**src/rtl/tcs_pkg.sv**
```systemverilog
package tcs_pkg;

  typedef enum logic [2:0] {
    SRC_OFF      = 3'b000,
    SRC_DIV1     = 3'b001,
    SRC_DIV8     = 3'b010,
    SRC_DIV64    = 3'b011,
    SRC_DIV256   = 3'b100,
    SRC_DIV1024  = 3'b101,
    SRC_EXT_FALL = 3'b110,
    SRC_EXT_RISE = 3'b111
  } src_e;

  localparam int unsigned PSC_W  = 10;
  localparam int unsigned N_TAPS = 4;
  // log2 of each divide ratio, index 0 = /8 .. index 3 = /1024
  localparam int unsigned TAP_LOG2 [N_TAPS] = '{3, 6, 8, 10};
  localparam int unsigned SYNC_STAGES = 2;

endpackage

```
**src/rtl/tcs_prescaler.sv**
```systemverilog
module tcs_prescaler
  import tcs_pkg::*;
#(
  parameter int unsigned CNT_W = PSC_W,
  parameter int unsigned NT    = N_TAPS
) (
  input  logic          clk,
  input  logic          rst_n,
  input  logic          restart,
  output logic [NT-1:0] tap
);

  logic [CNT_W-1:0] cnt_q;

  always_ff @(posedge clk) begin
    if (!rst_n)       cnt_q <= '0;
    else if (restart) cnt_q <= '0;
    else              cnt_q <= cnt_q + 1'b1;
  end

  for (genvar g = 0; g < NT; g++) begin : g_tap
    localparam int unsigned LB = TAP_LOG2[g];
    assign tap[g] = !restart && (&cnt_q[LB-1:0]);
  end

  // the cycle after a restart the finest tap cannot fire
  a_r6_quiet_after_restart: assert property (@(posedge clk) disable iff (!rst_n)
    restart |=> !tap[0]);

  // a coarser tap only fires together with every finer tap
  for (genvar g = 0; g + 1 < NT; g++) begin : g_nest
    a_r4_tap_nesting: assert property (@(posedge clk) disable iff (!rst_n)
      tap[g+1] |-> tap[g]);
  end

  // the /8 tap never fires on two consecutive cycles
  a_r4_tap_spacing: assert property (@(posedge clk) disable iff (!rst_n)
    tap[0] |=> !tap[0]);

endmodule

```
**src/rtl/tcs_pin_edge.sv**
```systemverilog
module tcs_pin_edge
  import tcs_pkg::*;
#(
  parameter int unsigned STAGES = SYNC_STAGES
) (
  input  logic clk,
  input  logic rst_n,
  input  logic pin,
  output logic rise,
  output logic fall
);

  localparam int unsigned CHAIN = STAGES + 1;

  logic [CHAIN-1:0] sync_q;
  logic [CHAIN-1:0] arm_q;

  always_ff @(posedge clk) begin
    if (!rst_n) begin
      sync_q <= '0;
      arm_q  <= '0;
    end else begin
      sync_q <= {sync_q[CHAIN-2:0], pin};
      arm_q  <= {arm_q[CHAIN-2:0], 1'b1};
    end
  end

  logic armed;
  assign armed = arm_q[CHAIN-1];
  assign rise  = armed &&  sync_q[CHAIN-2] && !sync_q[CHAIN-1];
  assign fall  = armed && !sync_q[CHAIN-2] &&  sync_q[CHAIN-1];

  // one transition gives one pulse, never both polarities together
  a_r7_exclusive_edges: assert property (@(posedge clk) disable iff (!rst_n)
    !(rise && fall));
  a_r7_single_rise: assert property (@(posedge clk) disable iff (!rst_n)
    rise |=> !rise);
  a_r8_single_fall: assert property (@(posedge clk) disable iff (!rst_n)
    fall |=> !fall);

endmodule

```
**src/rtl/tcs_src_mux.sv**
```systemverilog
module tcs_src_mux
  import tcs_pkg::*;
#(
  parameter int unsigned NT = N_TAPS
) (
  input  src_e          src,
  input  logic [NT-1:0] tap,
  input  logic          rise,
  input  logic          fall,
  output logic          en
);

  always_comb begin
    unique case (src)
      SRC_OFF:      en = 1'b0;
      SRC_DIV1:     en = 1'b1;
      SRC_DIV8:     en = tap[0];
      SRC_DIV64:    en = tap[1];
      SRC_DIV256:   en = tap[2];
      SRC_DIV1024:  en = tap[3];
      SRC_EXT_FALL: en = fall;
      SRC_EXT_RISE: en = rise;
      default:      en = 1'b0;
    endcase
  end

endmodule

```
**src/rtl/tmr_clk_sel.sv**
```systemverilog
module tmr_clk_sel
  import tcs_pkg::*;
(
  input  logic       clk,
  input  logic       rst_n,
  input  logic [2:0] src_sel,
  input  logic       psc_restart,
  input  logic       ext_clk,
  output logic       cnt_en
);

  src_e              src_q;
  logic [N_TAPS-1:0] tap;
  logic              pin_rise;
  logic              pin_fall;
  logic              en_raw;

  always_ff @(posedge clk) begin
    if (!rst_n) src_q <= SRC_OFF;
    else        src_q <= src_e'(src_sel);
  end

  tcs_prescaler #(.CNT_W(PSC_W), .NT(N_TAPS)) u_psc (
    .clk     (clk),
    .rst_n   (rst_n),
    .restart (psc_restart),
    .tap     (tap)
  );

  tcs_pin_edge #(.STAGES(SYNC_STAGES)) u_edge (
    .clk   (clk),
    .rst_n (rst_n),
    .pin   (ext_clk),
    .rise  (pin_rise),
    .fall  (pin_fall)
  );

  tcs_src_mux #(.NT(N_TAPS)) u_mux (
    .src  (src_q),
    .tap  (tap),
    .rise (pin_rise),
    .fall (pin_fall),
    .en   (en_raw)
  );

  assign cnt_en = rst_n && en_raw;

  // no strobe while reset is held
  always_comb begin
    if (!rst_n) a_r1_reset_quiet: assert (!cnt_en);
  end

  // halted source never strobes
  a_r2_off_quiet: assert property (@(posedge clk) disable iff (!rst_n)
    (src_q == SRC_OFF) |-> !cnt_en);

  // undivided source strobes every cycle, restart or not
  a_r3_div1_every: assert property (@(posedge clk) disable iff (!rst_n)
    (src_q == SRC_DIV1) |-> cnt_en);

  // a divided strobe never appears on two consecutive cycles
  a_r10_div_no_double: assert property (@(posedge clk) disable iff (!rst_n)
    (cnt_en && src_q inside {SRC_DIV8, SRC_DIV64, SRC_DIV256, SRC_DIV1024}
     && $stable(src_q)) |=> !(cnt_en && src_q != SRC_DIV1));

endmodule

```
**config.mk**
```make
export PLATFORM = sky130hd
export DESIGN_NAME = tmr_clk_sel
export DESIGN_NICKNAME = d
export VERILOG_FILES = /design/src/rtl/tcs_pkg.sv /design/src/rtl/tcs_prescaler.sv /design/src/rtl/tcs_pin_edge.sv /design/src/rtl/tcs_src_mux.sv /design/src/rtl/tmr_clk_sel.sv
export SDC_FILE = /design/constraint.sdc
export NUM_CORES = 1
export LEC_CHECK = 0
export ABC_AREA = 1
export BUFFER_PORTS_ARGS = -buffer_cell sky130_fd_sc_hd__buf_2
export CORE_AREA = 2 2 44 46
export DETAILED_ROUTE_END_ITERATION = 8
export DIE_AREA = 0 0 46 48
export GPL_TIMING_DRIVEN = 0
export PLACE_DENSITY = 0.75
export SLEW_MARGIN = 5
export SYNTH_ARGS = -nofsm -noshare
export SYNTH_HDL_FRONTEND = slang
export SYNTH_SLANG_ARGS = --single-unit
export TNS_END_PERCENT = 1
```
**constraint.sdc**
```tcl
create_clock -name clk -period 1.55 [get_ports clk]
set_clock_uncertainty 0.05 [all_clocks]
set_input_delay 0.155 -clock clk [delete_from_list [all_inputs] [get_ports clk]]
set_output_delay 0.155 -clock clk [all_outputs]
set_load 0.02 [all_outputs]
```
==> results by group <==
STA
  – Fin. Hold Viols: 0
  – Final Hold Slack: between 0.15 and 0.2 ns
  – Fin. max-slew vios: 0
  – RSZ-0062 raised after global routing: yes
  – Slew @ Worst Pin: approximately 0.22 ns
  – Final setup vio count: 1
  – Final min period: 1.63 ns
  – Final Cycle Share: 105%
  – Max Clk Rate: slightly above 0.6 GHz
  – Slew Limit Headroom: 85.0%
  – Final worst slack: -0.0799 ns

Finish
  – Final net count: 136
  – Fillers: 161
  – Fraction of layout cells with a size suffix above 1: around a quarter
  – Finished Core Util: around 59%
  – Area Overhead vs Synth: 23.5%
  – Antenna cells: 0

Yosys
  – Register area share after synthesis: about 47%
  – Cell variety after synth: 20
  – Post-Syn Area: ~810 um2
  – Mapped Cells: about 110
  – Yosys warns: 0
  – Avg Inst Size Synth: approximately 7.5 um2
  – Synthesis-stage register bit count: 19
  – Syn_nets: around 120

Clock network
  – Maximum root-to-sink buffer count: 2
  – H-Tree Depth: 1
  – CTS tree: built
  – Total CTS buffers: 3
  – Clk slew on worst S/H paths: approximately 0.10 ns
  – Worst-Skew Late Latency: about 0.3 ns
  – Clock Tree Root: clkbuf_4
  – Total clock sinks: 19

Worst hold path
  – Hold endpoint: u_psc.cnt_q[0]
  – Hold Crit Depth: 4
  – Worst min path class: primary input to flop
  – Hold Crit Start: psc_restart

Route
  – Final wirelength: 1.38 mm
  – Drt wl/cell: 9.64 um
  – DRT antenna net count: 0
  – Pre-antenna DRT Iters: 4
  – DRC Markers: 0
  – Vias per inst: ~4.7
  – DRT iter0 DRCs: 9
  – Via Count: just under 700

Global routing
  – First-pass GRT wire length: 2.15 mm
  – Largest net degree at the start of global routing: 12
  – Vias in the first global route: 551
  – GRT Total Usage: between 10% and 20%
  – Initial antenna violation count: 0
  – Total gr overflow: 0

Status
  – Violated checks: setup timing
  – Status: complete, but fails checks

Setup path
  – CP max FO: 3
  – Worst reg2reg path depth: 5
  – Worst EP arrival: 1.42 ns
  – Reg2Reg Setup Slack: around 0.35 ns
  – Startpoint Class: flop
  – CP required: approximately 1.3 ns
  – Critical R2R Launch: u_psc.cnt_q[2]
  – Critical path type: flop to output port
  – CP Capture Type: output port
  – Worst reg2reg endpoint: u_psc.cnt_q[7]

Floorplan
  – Num rows: 15
  – Top Ports: 8
  – Die area: approximately 2200 um2
  – Die width: 46 um
  – Core area: between 1500 and 2000 um2
  – Initial Util: between 40% and 50%
  – Die H: 48 um

Pwr
  – Power density cells: 818 nW/um2
  – VDD IR-drop max: approximately 480 uV
  – Leak: ~0.5 nW

Job
  – Max_cap viols: 0

Place
  – Port Buf Inserts: 7
  – Pre-CTS setup slack: between 0.09 and 0.1 ns
  – Routability cong.: between 0.7 and 0.8
  – Final HPWL DP: a little under 1 mm
worst max-delay path: stages, from the launching register on:
cell and delay [ns]:
dfxtp_2 0.37, ha_4 0.16, nand3_4 0.08, nor2_4 0.11
nand2_1 0.06, nand3_1 0.06, nand2_1 0.05, nor2_1 0.10
buf_4 0.14
worst max path at each step:
stage	from	endpoint	slack, ns	cells after the start
after floorplan	u_psc.cnt_q[0]	cnt_en	0.14	7
after global placement	u_psc.cnt_q[0]	cnt_en	0.11	8
after detailed placement	u_psc.cnt_q[0]	cnt_en	0.09	8
after CTS	u_psc.cnt_q[0]	cnt_en	-0.12	8
after global routing	u_psc.cnt_q[1]	cnt_en	-0.21	8
final	u_psc.cnt_q[1]	cnt_en	-0.08	8
area by class of cell:
type	instances	area, um2	area share [%]
tap	17	21.3	2.12
inverter	23	86.3	8.59
multi-input combinational	65	377	37.5
timing repair buffer	14	103	10.2
sequential	19	385	38.4
clock inverter	1	5.00	0.498
clock buffer	3	22.5	2.24
buffer	1	5.00	0.498
stage by stage:
stage	instances	TNS [ns]	area, um2	power [mW]
after floorplan	108	0	813	0.552
after CTS	143	-0.116	1000	0.840
after global routing	143	-0.214	1000	0.873
after global placement	132	0	870	0.566
final	143	-0.0799	1000	0.822
after detailed placement	132	0	870	0.569
routing by layer:
metal  wire length (um)  global-route usage [%]  vias up
li1                   -                       -      362
met1                593                    14.4      304
met2                740                    25.3        8
met3                 32                    4.53        2
met4                 12                    10.3        0
met5                  0                       0        -
cell usage in the layout (no fill, tap or decap), drive strengths merged:
cell	n
dfxtp	19
o21ai	2
nor2	13
clkbuf	3
nand4	1
nand3	6
clkinv	1
dlygate4sd3	5
buf	10
xor2	2
nand2	28
o21bai	2
nor3	1
a21oi	4
nand3b	2
ha	2
o21a	2
inv	23
cells by family after synthesis:
| kind of cell | share of synthesized area, % |
|---|---|
| AO/OA/AOI/OAI | 7.85 |
| XOR/XNOR | 2.15 |
| adder cells (fa/ha/maj) | 3.08 |
| buffers and inverters | 11.2 |
| flip-flops | 46.8 |
| AND/OR/NAND/NOR | 28.9 |
synth_stat cells, drive strengths merged:
cell,n,area share (%)
a21oi,4,2.5
buf,1,0.61
dfxtp,19,47
ha,2,3.1
inv,23,11
nand2,28,14
nand3,6,3.7
nand3b,2,1.8
nand4,1,0.77
nor2,13,7.5
nor3,1,1.2
o21a,2,1.8
o21ai,2,1.2
o21bai,2,2.3
xor2,2,2.2
flip-flops by register name (all words and copies together), names as in the netlist:
register	cells
src_q	3
u_edge.arm_q	3
u_edge.sync_q	3
u_psc.cnt_q	10
power by group:
| group | leakage [nW] | internal, mW | switching [mW] |
|---|---|---|---|
| Sequential | 0.157 | 0.502 | 0.00949 |
| Clock | 0.0177 | 0.0961 | 0.153 |
| Combinational | 0.312 | 0.0317 | 0.0290 |
| Total | 0.487 | 0.630 | 0.192 |
what timing repair did:
item / 4_1_cts / 5_1_grt
hold buffers: 5 / 0
setup buffers: 2 / 0
resized for setup: 11 / 1
endpoints found under the setup margin: 1 / 1
pin swaps: 2 / 3
endpoints found under the hold margin: 5 / 0
gates cloned: 0 / 0
No activity file was read; power rests on OpenSTA's default activity.
